--- src/rtl/msi_cap_pkg.sv ---
package msi_cap_pkg;

    localparam int REG_AW  = 8;
    localparam int DATA_W  = 32;
    localparam int ADDR_W  = 64;
    localparam int BE_W    = DATA_W / 8;
    localparam int HALF_W  = DATA_W / 2;

    // interrupt window (offsets decoded by software loops)
    localparam logic [REG_AW-1:0] OFS_STAT     = 8'h00;
    localparam logic [REG_AW-1:0] OFS_STAT_SET = 8'h04;
    localparam logic [REG_AW-1:0] OFS_STAT_CLR = 8'h08;
    localparam logic [REG_AW-1:0] OFS_MASK     = 8'h0C;
    localparam logic [REG_AW-1:0] OFS_MASK_SET = 8'h10;
    localparam logic [REG_AW-1:0] OFS_MASK_CLR = 8'h14;
    // configuration
    localparam logic [REG_AW-1:0] OFS_TGT_LO   = 8'h20;
    localparam logic [REG_AW-1:0] OFS_TGT_HI   = 8'h24;
    localparam logic [REG_AW-1:0] OFS_MATCH    = 8'h28;

    typedef struct packed {
        logic [ADDR_W-1:1] target;
        logic              enable;
        logic [HALF_W-1:0] mask;
        logic [HALF_W-1:0] pattern;
    } msi_cfg_t;

    typedef struct packed {
        logic              valid;
        logic [ADDR_W-1:0] addr;
        logic [DATA_W-1:0] data;
        logic [BE_W-1:0]   be;
    } mwr_t;

    function automatic logic data_hits(input logic [HALF_W-1:0] d,
                                       input logic [HALF_W-1:0] m,
                                       input logic [HALF_W-1:0] p);
        return (d & m) == (p & m);
    endfunction

endpackage

--- src/rtl/msi_cfg_regs.sv ---
module msi_cfg_regs
    import msi_cap_pkg::*;
(
    input  logic              clk,
    input  logic              rst,
    input  logic              wr,
    input  logic [REG_AW-1:0] addr,
    input  logic [DATA_W-1:0] wdata,
    output msi_cfg_t          cfg,
    output logic [DATA_W-1:0] tgt_lo_rd,
    output logic [DATA_W-1:0] tgt_hi_rd,
    output logic [DATA_W-1:0] match_rd
);
    logic [DATA_W-1:0] tgt_lo_q, tgt_hi_q, match_q;

    always_ff @(posedge clk) begin
        if (rst) begin
            tgt_lo_q <= '0;
            tgt_hi_q <= '0;
            match_q  <= '0;
        end else if (wr) begin
            if (addr == OFS_TGT_LO) tgt_lo_q <= wdata;
            if (addr == OFS_TGT_HI) tgt_hi_q <= wdata;
            if (addr == OFS_MATCH)  match_q  <= wdata;
        end
    end

    always_comb begin
        cfg.target  = {tgt_hi_q, tgt_lo_q[DATA_W-1:1]};
        cfg.enable  = tgt_lo_q[0];
        cfg.mask    = match_q[DATA_W-1:HALF_W];
        cfg.pattern = match_q[HALF_W-1:0];
    end

    assign tgt_lo_rd = tgt_lo_q;
    assign tgt_hi_rd = tgt_hi_q;
    assign match_rd  = match_q;

    a_r1_cfg_reset: assert property (@(posedge clk) disable iff (rst)
        $past(rst) |-> (tgt_lo_q == '0 && match_q == '0));
endmodule

--- src/rtl/msi_match.sv ---
module msi_match
    import msi_cap_pkg::*;
#(
    parameter int VEC_BASE = 0
) (
    input  msi_cfg_t          cfg,
    input  logic              in_valid,
    input  logic [ADDR_W-1:1] in_addr_hi,
    input  logic [HALF_W-1:0] in_data_lo,
    input  logic [BE_W-1:0]   in_be,
    output logic              forward,
    output logic [DATA_W-1:0] cap_vec
);
    localparam int NUM_VEC = DATA_W - VEC_BASE;

    logic              tgt_hit;
    logic              accept;
    logic [HALF_W-1:0] vec;

    assign tgt_hit = cfg.enable && (in_addr_hi == cfg.target);
    assign accept  = in_valid && tgt_hit && (in_be == '1) &&
                     data_hits(in_data_lo, cfg.mask, cfg.pattern);
    assign vec     = in_data_lo & ~cfg.mask;
    assign forward = in_valid && !tgt_hit;

    generate
        for (genvar b = 0; b < DATA_W; b++) begin : g_bit
            if (b < VEC_BASE) begin : g_other
                assign cap_vec[b] = 1'b0;
            end else begin : g_vec
                assign cap_vec[b] = accept && (vec == HALF_W'(b - VEC_BASE));
            end
        end
    endgenerate

    // at most one vector per write
    always_comb a_r2_onehot: assert ($onehot0(cap_vec));
    // a consumed MSI never also goes to memory
    always_comb a_r3_not_both: assert (!(forward && (cap_vec != '0)));
    initial assert (NUM_VEC >= 1);
endmodule

--- src/rtl/msi_intr_bank.sv ---
module msi_intr_bank
    import msi_cap_pkg::*;
(
    input  logic              clk,
    input  logic              rst,
    input  logic              wr,
    input  logic [REG_AW-1:0] addr,
    input  logic [DATA_W-1:0] wdata,
    input  logic [DATA_W-1:0] cap_vec,
    output logic [DATA_W-1:0] status,
    output logic [DATA_W-1:0] mask,
    output logic              irq
);
    logic [DATA_W-1:0] st_set, st_clr, mk_set, mk_clr;

    always_comb begin
        st_set = (wr && addr == OFS_STAT_SET) ? wdata : '0;
        st_clr = (wr && addr == OFS_STAT_CLR) ? wdata : '0;
        mk_set = (wr && addr == OFS_MASK_SET) ? wdata : '0;
        mk_clr = (wr && addr == OFS_MASK_CLR) ? wdata : '0;
    end

    always_ff @(posedge clk) begin
        if (rst) begin
            status <= '0;
            mask   <= '1;
        end else begin
            // capture is ORed last so it wins over a clear
            status <= ((status | st_set) & ~st_clr) | cap_vec;
            mask   <= (mask | mk_set) & ~mk_clr;
        end
    end

    assign irq = |(status & ~mask);

    a_r1_bank_reset: assert property (@(posedge clk) disable iff (rst)
        $past(rst) |-> (status == '0 && mask == '1 && !irq));
    a_r8_capture_wins: assert property (@(posedge clk) disable iff (rst)
        (cap_vec != '0) |=> ((status & $past(cap_vec)) == $past(cap_vec)));
    a_r5_clear_works: assert property (@(posedge clk) disable iff (rst)
        (wr && addr == OFS_STAT_CLR && cap_vec == '0) |=>
            ((status & $past(wdata)) == '0));
    a_r4_quiet_stable: assert property (@(posedge clk) disable iff (rst)
        (!wr && cap_vec == '0) |=> ($stable(status) && $stable(mask)));
endmodule

--- src/rtl/msi_capture_ctrl.sv ---
module msi_capture_ctrl
    import msi_cap_pkg::*;
#(
    parameter int VEC_BASE = 0
) (
    input  logic         clk,
    input  logic         rst,
    input  logic         reg_wr,
    input  logic [7:0]   reg_addr,
    input  logic [31:0]  reg_wdata,
    output logic [31:0]  reg_rdata,
    input  logic         in_valid,
    input  logic [63:0]  in_addr,
    input  logic [31:0]  in_data,
    input  logic [3:0]   in_be,
    output logic         mem_valid,
    output logic [63:0]  mem_addr,
    output logic [31:0]  mem_data,
    output logic [3:0]   mem_be,
    output logic         irq
);
    msi_cfg_t          cfg;
    logic [DATA_W-1:0] tgt_lo_rd, tgt_hi_rd, match_rd;
    logic [DATA_W-1:0] cap_vec, status, mask;
    logic              forward;

    msi_cfg_regs u_cfg (
        .clk(clk), .rst(rst), .wr(reg_wr), .addr(reg_addr), .wdata(reg_wdata),
        .cfg(cfg), .tgt_lo_rd(tgt_lo_rd), .tgt_hi_rd(tgt_hi_rd), .match_rd(match_rd)
    );

    msi_match #(.VEC_BASE(VEC_BASE)) u_match (
        .cfg(cfg), .in_valid(in_valid), .in_addr_hi(in_addr[ADDR_W-1:1]),
        .in_data_lo(in_data[HALF_W-1:0]), .in_be(in_be),
        .forward(forward), .cap_vec(cap_vec)
    );

    msi_intr_bank u_bank (
        .clk(clk), .rst(rst), .wr(reg_wr), .addr(reg_addr), .wdata(reg_wdata),
        .cap_vec(cap_vec), .status(status), .mask(mask), .irq(irq)
    );

    assign mem_valid = forward;
    assign mem_addr  = in_addr;
    assign mem_data  = in_data;
    assign mem_be    = in_be;

    always_comb begin
        unique case (reg_addr)
            OFS_STAT:   reg_rdata = status;
            OFS_MASK:   reg_rdata = mask;
            OFS_TGT_LO: reg_rdata = tgt_lo_rd;
            OFS_TGT_HI: reg_rdata = tgt_hi_rd;
            OFS_MATCH:  reg_rdata = match_rd;
            default:    reg_rdata = '0;
        endcase
    end

    a_r3_target_never_forwarded: assert property (@(posedge clk) disable iff (rst)
        (in_valid && cfg.enable && in_addr[63:1] == cfg.target) |-> !mem_valid);
    a_r4_disabled_forwards: assert property (@(posedge clk) disable iff (rst)
        (in_valid && !cfg.enable) |-> (mem_valid && cap_vec == '0));
endmodule

--- config.mk ---
export PLATFORM = sky130hd
export DESIGN_NAME = msi_capture_ctrl
export DESIGN_NICKNAME = d
export VERILOG_FILES = /design/src/rtl/msi_cap_pkg.sv /design/src/rtl/msi_cfg_regs.sv /design/src/rtl/msi_match.sv /design/src/rtl/msi_intr_bank.sv /design/src/rtl/msi_capture_ctrl.sv
export SDC_FILE = /design/constraint.sdc
export NUM_CORES = 1
export LEC_CHECK = 0
export BUFFER_PORTS_ARGS = -buffer_cell sky130_fd_sc_hd__clkbuf_2
export CORE_ASPECT_RATIO = 1.5
export CORE_MARGIN = 3
export CORE_UTILIZATION = 52
export DETAILED_ROUTE_END_ITERATION = 8
export PLACE_DENSITY_LB_ADDON = 0.12
export SYNTH_ARGS = -nofsm -noshare
export SYNTH_HDL_FRONTEND = slang
export SYNTH_SLANG_ARGS = --single-unit
--- constraint.sdc ---
create_clock -name clk -period 2.75 [get_ports clk]
set_clock_uncertainty 0.2 [all_clocks]
set_input_delay 0.275 -clock clk [delete_from_list [all_inputs] [get_ports clk]]
set_output_delay 0.275 -clock clk [all_outputs]
set_load 0.05 [all_outputs]
# Word level (Yosys, flattened, before mapping)
# Index checks and enable logic that the tools add are counted.
[word_totals]
wordCells = 113
ff_bits = 160
inputBits = 144
[classes]
n_eq_ne = 42
n_reduce_logical = 48
bitwise = 13
n_mux = 5
[op_table]
columns = ["op", "n"]
rows = [
  ["== test 16 x 5 -> 1 bit (second input constant)", 16],
  ["one-hot mux 32 bit (5 select lines)", 1],
  ["== test 16 x 4 -> 1 bit (second input constant)", 8],
  ["two-way mux 32 bit", 4],
  ["bitwise AND 32 bit", 3],
  ["inverter 32 bit", 3],
  ["OR 32 bit", 3],
  ["== test 16 x 3 -> 1 bit (second input constant)", 4],
  ["== test 63 bit", 1],
  ["bitwise AND 16 bit", 3],
  ["logical AND 1 bit", 41],
  ["== test 16 x 2 -> 1 bit (second input constant)", 2],
  ["OR reduction 32 bit", 1],
  ["== test 8 x 6 -> 1 bit (second input constant)", 3],
  ["== test 16 x 1 -> 1 bit (second input constant)", 1],
  ["== test 16 bit", 1],
  ["== test 8 x 4 -> 1 bit (second input constant)", 2],
  ["== test 8 x 5 -> 1 bit (second input constant)", 2],
  ["zero test 16 bit", 1],
  ["inverter 16 bit", 1],
  ["== test 8 x 3 -> 1 bit (second input constant)", 1],
  ["zero test 8 bit", 1],
  ["AND reduction 2 bit", 3],
  ["== test 4 bit (second input constant)", 1],
  ["zero test 1 bit", 1],
]

# Longest topological paths before layout
# Gate-level depths: netlist of the first run.
[depth]
word_depth = 7
depth_mapped = 8

# Hierarchy
# A second synthesis of the first run with hierarchy kept.
[hier_totals]
hier_cells = 1281
hier_area_um2 = 11731.3
[by_module_without_submodules]
columns = ["module", "instances", "area_each_um2", "cells_per_inst"]
rows = [
  ["msi_cfg_regs", 1, 4611.9, 449],
  ["msi_intr_bank", 1, 2984.1, 305],
  ["msi_capture_ctrl", 1, 2239.6, 284],
  ["msi_match", 1, 1895.6, 243],
]

# Worst setup path before layout of the first run
# No wires, ideal clock.
[synth_timing]
path_kind = "input -> output"
from = "input port in_addr[28]"
to = "output port mem_valid"
slack_ps = 355
n_path_buf = 0
arrival_ps = 1920
stages = 5
cell_sequence = "inv_1 > a22o_1 > or4_4 > nor4b_4 > a31oi_1"
[synth_between]
elab_chain_cells = 4
[synth_lines]
columns = ["element", "line_no", "source"]
rows = [
  ["from (decl)", "msi_capture_ctrl.sv:13", "input logic [63:0] in_addr,"],
  ["== test 63 bit", "msi_match.sv:20", "assign tgt_hit = cfg.enable && (in_addr_hi == cfg.target);"],
  ["logical AND 1 bit", "msi_match.sv:20", ""],
  ["zero test 1 bit", "msi_match.sv:24", "assign forward = in_valid && !tgt_hit;"],
  ["logical AND 1 bit", "msi_match.sv:24", ""],
  ["to (decl)", "msi_capture_ctrl.sv:16", "output logic mem_valid,"],
]
# Every way passes these cells.

# Worst setup path after layout of the first run
[layout_timing]
from = "register u_cfg.tgt_lo_q[5], in the netlist u_cfg.tgt_lo_rd[5]"
to = "output port mem_valid"
[layout_between]
elab_chain_cells = 4
[layout_lines]
columns = ["element", "line_no", "source"]
rows = [
  ["from (decl)", "msi_cfg_regs.sv:14", "logic [DATA_W-1:0] tgt_lo_q, tgt_hi_q, match_q;"],
  ["from (signal assigned)", "msi_cfg_regs.sv:22", "if (addr == OFS_TGT_LO) tgt_lo_q <= wdata;"],
  ["== test 63 bit", "msi_match.sv:20", ""],
  ["logical AND 1 bit", "msi_match.sv:20", ""],
  ["zero test 1 bit", "msi_match.sv:24", ""],
  ["logical AND 1 bit", "msi_match.sv:24", ""],
]
# Every way passes these cells.

==> flow_metrics.py, run 1 <==
metrics = {
    "logic_synthesis": {
        "ys_async_sr_fraction_pct": 0,
        "yosys-top-cells-area": "dfxtp_1, a21oi_1, nand2_1, buf_4, a222oi_1",
        "post-synth-top-count-cell": "nand2_1",
        "synth_flop_cell": "dfxtp_1",
        "synth-edff-count": 0,
        "yosys_warnings": 0,
        "mappedNetlistNets": 1302,
        "yosys.area.top_type": "dfxtp_1",
        "synth_common_cells": "nand2_1, a21oi_1, dfxtp_1, buf_4, clkbuf_1",
        "synth_area_um2": 8871,
        "netlist-cell-type-count": 40,
        "yosysSeqAreaShare_pct": 36.11,
        "avgSynthCellArea_um2": 7.661,
        "synth-seq-cells": 160,
        "synth_top_area_share_pct": 36.11,
        "syn_inst": 1158,
    },
    "detailed_routing": {
        "via_per_inst": 6.066,
        "wl_per_cell_um": 22.23,
        "ant_nets": 0,
        "first_iter_violations": 979,
        "vias": 9257,
        "wl_mm": 33.92,
        "drc_errors": 0,
        "dr.pass1.iters": 6,
    },
    "die": {
        "die_h_um": 166.0,
        "core_area_um2": 16470,
        "start_util_pct": 53.85,
        "die_w_um": 112.6,
        "ios": 278,
        "dieArea_um2": 18700,
        "std_cell_rows": 57,
    },
    "grt": {
        "grt_pass1_vias": 8705,
        "grt_max_degree": 117,
        "grt_pass1_wl_mm": 50.34,
        "antenna_found_initial": 0,
        "grt.overflow.total": 0,
        "grt.total_usage_pct": 34.89,
    },
    "final_layout": {
        "drive_above_1_share_pct": 27.88,
        "diodes": 0,
        "multi_input_area_um2": 4561,
        "final.fill_count": 1395,
        "final_util_pct": 67.09,
        "seq_area_um2": 3218,
        "syn2layout_area_growth_pct": 24.60,
        "fin_nets": 1451,
    },
    "hold_path": {
        "holdPathEnd": "u_cfg.tgt_lo_rd[3]",
        "whs_path_depth": 3,
        "hold_path.class": "in -> reg",
        "hold_path_startpoint": "reg_wdata[3]",
    },
    "setup_path": {
        "ff2ff_setup_slack_ps": 220,
        "cpMaxStageDelayCell": "or4_4",
        "end_kind": "output port",
        "critPathLaunchType": "register",
        "r2r-end": "u_bank.status[14]",
        "crit_fanout": 2,
        "critical_path.max_stage_delay_ps": 560,
        "worstPathRequired_ps": 2280,
        "crit_family": "simple AND/OR/NAND/NOR gates",
        "arrival_ps": 2210,
        "worst-path-buf-inv": 2,
        "r2r_start": "u_cfg.tgt_lo_rd[5]",
        "reg2regPathDepth": 10,
        "crit_type": "reg -> out",
        "path_cells": "xnor2_2, nand4_1, or4_4, nor4_4, buf_4, a31oi_4, buf_8",
    },
    "sta": {
        "layout_min_cycle_time_ps": 2687,
        "period_share_pct": 97.72,
        "drv_slew": 0,
        "rsz0062_at_grt": "no",
        "slew_headroom_pct": 51.35,
        "setup_viol": 0,
        "fmaxAchievable_mhz": 372.1,
        "hold_slack_ps": 6.490,
        "worst_pin_slew_ps": 729.7,
        "timing.final.ws_setup_ps": 62.66,
        "tns_ps": 0,
        "hold_violations": 0,
    },
    "run_status": {
        "status": "finished clean",
    },
    "job": {
        "maxCapViolCount": 0,
    },
    "cts": {
        "clockBufferDepth": 2,
        "cts_root_buffer": "clkbuf_16",
        "h-tree-depth": 4,
        "clkSinkCount": 160,
        "cts-buffers-inserted": 17,
        "clk_pin_slew_worst_paths_ps": 70,
        "clk_latency_ps": 430,
        "cts_tree": "done",
    },
    "power": {
        "p_leak_uw": 0.004298,
        "vdd_drop_max_uv": 381.3,
        "p_per_area_nw_per_um2": 487.3,
    },
    "place": {
        "gp_congestion": 0.9661,
        "port_buffers": 243,
        "pre_cts_slack_ps": 223.5,
        "place_hpwl_mm": 24.80,
    },
}
[per-layer routing]
metal | up-vias | share of wire [%] | global-route usage [%]
met5 | - | 0 | 0
met4 | 0 | 4.2 | 15.12
met3 | 74 | 9.9 | 5.177
met2 | 618 | 51 | 60.50
met1 | 4302 | 35 | 42.45
li1 | 4263 | - | -
[worst max-delay path by stage]
stage	start	to	slack, ps	depth (start not counted)
2_1_floorplan	in_addr[28]	mem_valid	350	5
3_3_place_gp	in_addr[28]	mem_valid	240	7
3_5_place_dp	reg_addr[7]	reg_rdata[13]	220	7
4_1_cts	u_cfg.tgt_lo_rd[5]	mem_valid	-60	6
5_1_grt	u_cfg.tgt_hi_rd[13]	mem_valid	9	7
6_report	u_cfg.tgt_lo_rd[5]	mem_valid	60	7
[layout make-up]
type | instances | share of cell area [%]
inverters | 46 | 1.562
multi-input cells | 785 | 41.26
repair buffers | 297 | 20.47
well taps | 206 | 2.332
flip-flops and latches | 160 | 29.11
clock buffers | 19 | 4.007
clock inverters | 13 | 1.257
[repair_timing]
item	in CTS	in global routing
hold buffers	19	0
hold endpoints to repair	46	0
pin swaps	8	4
setup endpoints to repair	1	1
resized for setup	16	6
setup buffers	3	3
[placed cells by master (no fill, tap or decap), types with 28 or more instances in the layout]
cell type  synthesis  routed
a211o_1           32      32
a21oi_1          194     194
a222oi_1          32      32
a22oi_1           40      40
buf_12             0      40
buf_4            100      28
clkbuf_2           0     209
dfxtp_1          160     152
inv_1             46      46
nand2_1          236     236
or2_2             32      32
xnor2_1           34      31
xor2_1            35      35
[stage by stage]
stage	instances	area, µm²	total power, µW
finish	1526	11050	5386
global route	1526	11050	5530
CTS	1523	11010	5379
detailed placement	1469	10160	3027
global placement	1469	10160	3026
floorplan	1158	8871	2888
[registers in the layout, summed over array words and instances, names as in the netlist]
name	count
u_bank.status	32
u_cfg.match_rd	32
u_bank.mask	32
u_cfg.tgt_lo_rd	32
u_cfg.tgt_hi_rd	32
[tightest hold or removal path, cell delays in order]
cell and delay, ps:
clkbuf_2 170, nand2_1 90, a21oi_1 50
[report_power, final]
part	internal (µW)	switching, µW
Clock	1310	1070
Sequential	2320	3.29
Combinational	190	499
[logic make-up (layout without fill, tap and decap cells)]
group / after synthesis / count (layout) / share of synthesized area, %
AOI/OAI and AO/OA: 359 / 359 / 25.22
and+or+nand+nor: 357 / 357 / 18.58
buffers and inverters: 213 / 375 / 13.29
DFF: 160 / 160 / 36.11
xor gates and xnor gates: 69 / 69 / 6.812
No activity file was read; power rests on OpenSTA's default activity.
==> inputs of run 2 (changes only) <==
--- a/config.mk
+++ b/config.mk
@@ -8,7 +8,8 @@
 export BUFFER_PORTS_ARGS = -buffer_cell sky130_fd_sc_hd__clkbuf_2
 export CORE_ASPECT_RATIO = 1.5
 export CORE_MARGIN = 3
-export CORE_UTILIZATION = 52
+export CORE_UTILIZATION = 53
+export CTS_BUF_LIST = sky130_fd_sc_hd__clkbuf_4
 export DETAILED_ROUTE_END_ITERATION = 8
 export PLACE_DENSITY_LB_ADDON = 0.12
 export SYNTH_ARGS = -nofsm -noshare
==> run 2 against run 1 <==
The run now ends with negative setup slack left. Sequential cell count is the same. Cell count up 0.85%. Total power fell by 20%. Largest cell class unchanged. Clock-buffer cell count decreased by 1. Clock power decreased by 46%. Non-clock buffer count grew 12.
==> flow_metrics.py, run 2 (synthesized netlist as in run 1, its figures left out) <==
metrics = {
    "run_status": {
        "violations": "negative setup slack",
        "status": "complete, but fails checks",
    },
    "die": {
        "core_area_um2": 16330,
        "ios": 278,
        "die_w_um": 111.6,
        "die_h_um": 164.5,
        "std_cell_rows": 57,
        "dieArea_um2": 18360,
        "start_util_pct": 54.32,
    },
    "detailed_routing": {
        "first_iter_violations": 948,
        "dr.pass1.iters": 6,
        "vias": 9231,
        "wl_mm": 33.58,
        "ant_nets": 0,
        "via_per_inst": 5.998,
        "wl_per_cell_um": 21.82,
        "drc_errors": 0,
    },
    "place": {
        "place_area_um2": 10170,
        "place_hpwl_mm": 24.85,
        "port_buffers": 243,
        "pre_cts_slack_ps": 294.6,
        "gp_congestion": 0.9956,
    },
    "cts": {
        "cts_root_buffer": "clkbuf_4",
        "cts_tree": "done",
        "clockBufferDepth": 2,
        "cts-buffers-inserted": 17,
        "h-tree-depth": 4,
        "clk_pin_slew_worst_paths_ps": 160,
        "clkSinkCount": 160,
        "clk_latency_ps": 570,
    },
    "sta": {
        "layout_min_cycle_time_ps": 2962,
        "hold_violations": 0,
        "worst_pin_slew_ps": 630.8,
        "timing.final.ws_setup_ps": -211.7,
        "drv_slew": 0,
        "fmaxAchievable_mhz": 337.6,
        "rsz0062_at_grt": "yes",
        "period_share_pct": 107.7,
        "slew_headroom_pct": 57.95,
        "setup_viol": 1,
    },
    "hold_path": {
        "hold_path.class": "in -> reg",
        "holdPathEnd": "u_bank.status[27]",
        "hold_path_startpoint": "in_data[4]",
        "whs_path_depth": 5,
    },
    "setup_path": {
        "worstPathRequired_ps": 2280,
        "ff2ff_setup_slack_ps": 280,
        "crit_type": "reg -> out",
        "worst-path-buf-inv": 2,
        "crit_fanout": 3,
        "reg2regPathDepth": 7,
        "cpMaxStageDelayCell": "nor4b_4",
        "critical_path.max_stage_delay_ps": 440,
        "path_cells": "inv_1, a22o_1, a2111oi_1, nor4b_4, a31oi_2, buf_8",
        "r2r_start": "u_cfg.tgt_hi_rd[8]",
        "crit_family": "compound AO/OA/AOI/OAI gates",
        "arrival_ps": 2490,
        "critPathLaunchType": "register",
        "r2r-end": "u_bank.status[2]",
        "end_kind": "output port",
    },
    "power": {
        "vdd_drop_max_uv": 252.0,
        "p_per_area_nw_per_um2": 398.3,
        "p_leak_uw": 0.004177,
    },
    "final_layout": {
        "final_common_cell": "nand2_1",
        "final_cell_mix": "nand2_1, clkbuf_2, a21oi_1",
        "fin_nets": 1463,
        "syn2layout_area_growth_pct": 22.24,
        "seq_area_um2": 3214,
        "stdcell_area_um2": 10840,
        "drive_above_1_share_pct": 26.95,
        "final.fill_count": 1452,
        "multi_input_area_um2": 4549,
    },
    "grt": {
        "grt.overflow.total": 0,
        "grt_pass1_wl_mm": 49.23,
        "grt_pass1_vias": 8541,
        "grt.total_usage_pct": 35.08,
        "antenna_found_initial": 1,
        "grt_max_degree": 76,
    },
    "job": {
        "maxCapViolCount": 0,
    },
}
==> run 2: cell types whose count changed in the layout (fill, tap and decap cells not counted), moves of 2 or more <==
cell / change
clkbuf_4: +18
clkbuf_16: -17
dlygate4sd3_1: +16
buf_4: -5
clkinvlp_4: +4
dfxtp_1: +3
dfxtp_2: -3
xnor2_1: +3
xnor2_2: -3
clkinv_4: -2
inv_8: -2
==> run 2: worst register-to-register path, delay by kind of cell, from the launching register on <==
| family | cells | cell delay [ps] |
|---|---|---|
| AO/OA/AOI/OAI | 3 | 840 |
| flip-flops | 1 | 400 |
| buffers and inverters | 2 | 340 |
| AND/OR/NAND/NOR | 2 | 610 |
==> run 2: what timing repair did <==
action                     in CTS  in global routing
setup buffers                   0                  2
hold buffers                   35                  0
setup endpoints to repair       1                  2
gates cloned                    0                  0
hold endpoints to repair      160                  0
gates resized for setup         7                 10
pin swaps                       2                  5
==> run 2: through the flow <==
stage / cells / util, % / setup TNS (ps) / power, µW / hold slack, ps
after floorplan: 1158 / - / 0 / 2888 / 211.0
after global placement: 1469 / 62.27 / 0 / 3027 / 270.5
after detailed placement: 1469 / 62.27 / 0 / 3028 / 276.2
after CTS: 1536 / 66.07 / -245.4 / 4316 / 68.53
after global routing: 1539 / 66.40 / -244.7 / 4457 / 113.9
final: 1539 / 66.40 / -211.7 / 4319 / 126.4
==> run 2: worst max-delay path by stage <==
stage                      endpoint  slack, ps  cells after the start                start
final                     mem_valid       -210                      6   u_cfg.tgt_hi_rd[8]
after global routing      mem_valid       -240                      5  u_cfg.tgt_lo_rd[28]
after CTS                 mem_valid       -250                      6   u_cfg.tgt_lo_rd[4]
after detailed placement  mem_valid        290                      7          in_addr[28]
after global placement    mem_valid        290                      7          in_addr[28]
after floorplan           mem_valid        350                      5          in_addr[28]
==> run 2: layer usage <==
layer	track usage (%)	part of all wire, %	vias up
li1	-	-	4303
met3	5.352	9.5	100
met5	0	0	-
met1	43.31	36	4205
met4	17.04	5.4	0
met2	59.77	49	623
==> run 2: layout make-up <==
type | instances | area share (%)
Timing Repair Buffer | 309 | 22.18
Tap cell | 206 | 2.377
Multi-Input combinational cell | 785 | 41.95
Clock inverter | 14 | 0.9923
Clock buffer | 18 | 1.246
Inverter | 46 | 1.592
Antenna cell | 1 | 0.02308
Sequential cell | 160 | 29.64
==> run 2: power by group <==
group / total, µW / switching [µW] / internal (µW)
Combinational: 703 / 500 / 203
Sequential: 2320 / 3.30 / 2320
Clock: 1290 / 915 / 379
Total: 4320 / 1420 / 2900
==> inputs of run 3 (changes only) <==
--- a/config.mk
+++ b/config.mk
@@ -6,8 +6,7 @@
 export NUM_CORES = 1
 export LEC_CHECK = 0
 export BUFFER_PORTS_ARGS = -buffer_cell sky130_fd_sc_hd__clkbuf_2
-export CORE_ASPECT_RATIO = 1.5
-export CORE_MARGIN = 3
+export CORE_MARGIN = 2
 export CORE_UTILIZATION = 53
 export CTS_BUF_LIST = sky130_fd_sc_hd__clkbuf_4
 export DETAILED_ROUTE_END_ITERATION = 8
==> run 3 against run 2 <==
Critical path type unchanged. The flow still finishes with violations (negative setup slack). Global-route usage rose by 1.2 points. Non-clock buffer count fell by 1. Largest cell class unchanged. Total power rose by 6.8%.
==> flow_metrics.py, run 3 (synthesized netlist as in run 1, its figures left out) <==
metrics = {
    "detailed_routing": {
        "dr.pass1.iters": 7,
        "wl_per_cell_um": 21.24,
        "ant_nets": 0,
        "vias": 9449,
        "drc_errors": 0,
        "wl_mm": 32.96,
        "via_per_inst": 6.088,
        "first_iter_violations": 1452,
    },
    "final_layout": {
        "fin_nets": 1462,
        "syn2layout_area_growth_pct": 23.16,
        "fin_cells": 1552,
        "final_common_cell": "nand2_1",
        "final_cell_mix": "nand2_1, clkbuf_2, a21oi_1",
        "drive_above_1_share_pct": 27.50,
        "final.fill_count": 1442,
    },
    "power": {
        "p_per_area_nw_per_um2": 422.1,
        "p_leak_uw": 0.004220,
        "finalPower_uw": 4611,
        "vdd_drop_max_uv": 272.8,
    },
    "die": {
        "die_h_um": 133.4,
        "dieArea_um2": 17790,
        "core_area_um2": 16470,
        "die_w_um": 133.4,
        "start_util_pct": 53.88,
        "ios": 278,
        "std_cell_rows": 47,
    },
    "sta": {
        "setup_viol": 1,
        "timing.final.ws_setup_ps": -217.2,
        "worst_pin_slew_ps": 751.4,
        "hold_slack_ps": 117.3,
        "period_share_pct": 107.9,
        "hold_violations": 0,
        "drv_slew": 0,
        "slew_headroom_pct": 49.91,
        "fmaxAchievable_mhz": 337.0,
        "layout_min_cycle_time_ps": 2967,
        "rsz0062_at_grt": "yes",
    },
    "place": {
        "gp_congestion": 0.9385,
        "port_buffers": 243,
        "dp_cells": 1478,
        "place_hpwl_mm": 24.01,
    },
    "cts": {
        "cts-buffers-inserted": 17,
        "clk_latency_ps": 590,
        "clkSinkCount": 160,
        "clockBufferDepth": 2,
        "clk_pin_slew_worst_paths_ps": 140,
        "cts_tree": "done",
        "h-tree-depth": 4,
        "cts_root_buffer": "clkbuf_4",
    },
    "setup_path": {
        "crit_fanout": 3,
        "arrival_ps": 2490,
        "end_kind": "output port",
        "crit_start": "u_cfg.tgt_lo_rd[1]",
        "r2r_start": "u_cfg.tgt_lo_rd[1]",
        "worstPathRequired_ps": 2280,
        "crit_type": "reg -> out",
        "critPathLaunchType": "register",
    },
    "grt": {
        "antenna_found_initial": 1,
        "grt_pass1_vias": 8307,
        "grt_pass1_wl_mm": 48.83,
        "grt_max_degree": 62,
        "grt.overflow.total": 0,
        "grt.total_usage_pct": 36.26,
    },
    "hold_path": {
        "hold_path.class": "in -> reg",
        "hold_path_startpoint": "in_data[0]",
    },
    "run_status": {
        "status": "complete, but fails checks",
        "violations": "negative setup slack",
    },
    "job": {
        "maxCapViolCount": 0,
    },
}
-- run 3: path summary, 6_finish.rpt --
kind,end,slack (ps),cells after the start
worst min-delay path,u_bank.status[31],120,5
worst max register to register,u_bank.status[13],30,10
worst max-delay path,mem_valid,-220,6
worst min register to register,u_cfg.tgt_hi_rd[6],300,2
-- run 3: where the power goes --
part / total, µW / internal (µW) / switching (µW) / leakage [µW]
Clock: 1590 / 714 / 873 / 0.000163
Sequential: 2320 / 2320 / 3.30 / 0.00130
Combinational: 702 / 201 / 501 / 0.00276
-- run 3: layer usage --
| metal | routed length (µm) | global-route usage (%) | up-vias | part of all wire [%] |
|---|---|---|---|---|
| met5 | 0 | 0 | - | 0 |
| met4 | 1225 | 13.30 | 0 | 3.7 |
| met3 | 3615 | 5.518 | 75 | 11 |
| met2 | 15310 | 58.56 | 686 | 46 |
| met1 | 12810 | 49.31 | 4402 | 39 |
| li1 | - | - | 4286 | - |
-- run 3: worst max-delay path, cell delays in order, from the launching register on --
cell and delay [ps]:
dfxtp_1 390, xor2_1 200, nor4_2 320, nand4_1 200, nor4_4 380, a31oi_2 190, clkbuf_8 220
-- run 3: timing repair --
| item | 4_1_cts | 5_1_grt |
|---|---|---|
| setup buffers | 5 | 2 |
| hold buffers | 34 | 0 |
| endpoints found under the setup margin | 1 | 1 |
| pin swaps | 5 | 6 |
| endpoints found under the hold margin | 160 | 0 |
| resized for setup | 17 | 6 |
-- run 3: layout make-up --
type | instances | area [µm²] | area share (%)
Tap cell | 220 | 275.3 | 2.519
Clock inverter | 15 | 191.4 | 1.752
Antenna cell | 1 | 2.502 | 0.02290
Inverter | 46 | 172.7 | 1.580
Sequential cell | 160 | 3218 | 29.45
Timing Repair Buffer | 308 | 2381 | 21.79
Clock buffer | 17 | 127.6 | 1.168
Multi-Input combinational cell | 785 | 4557 | 41.71
-- run 3: stage by stage --
step | util, % | setup WS (ps) | TNS (ps) | area [µm²]
2_1_floorplan | - | 354.9 | 0 | 8871
3_3_place_gp | 61.57 | 265.9 | 0 | 10140
3_5_place_dp | 61.57 | 268.1 | 0 | 10140
4_1_cts | 66.15 | -229.2 | -229.2 | 10890
5_1_grt | 66.35 | -246.6 | -274.5 | 10930
6_report | 66.35 | -217.2 | -217.2 | 10930
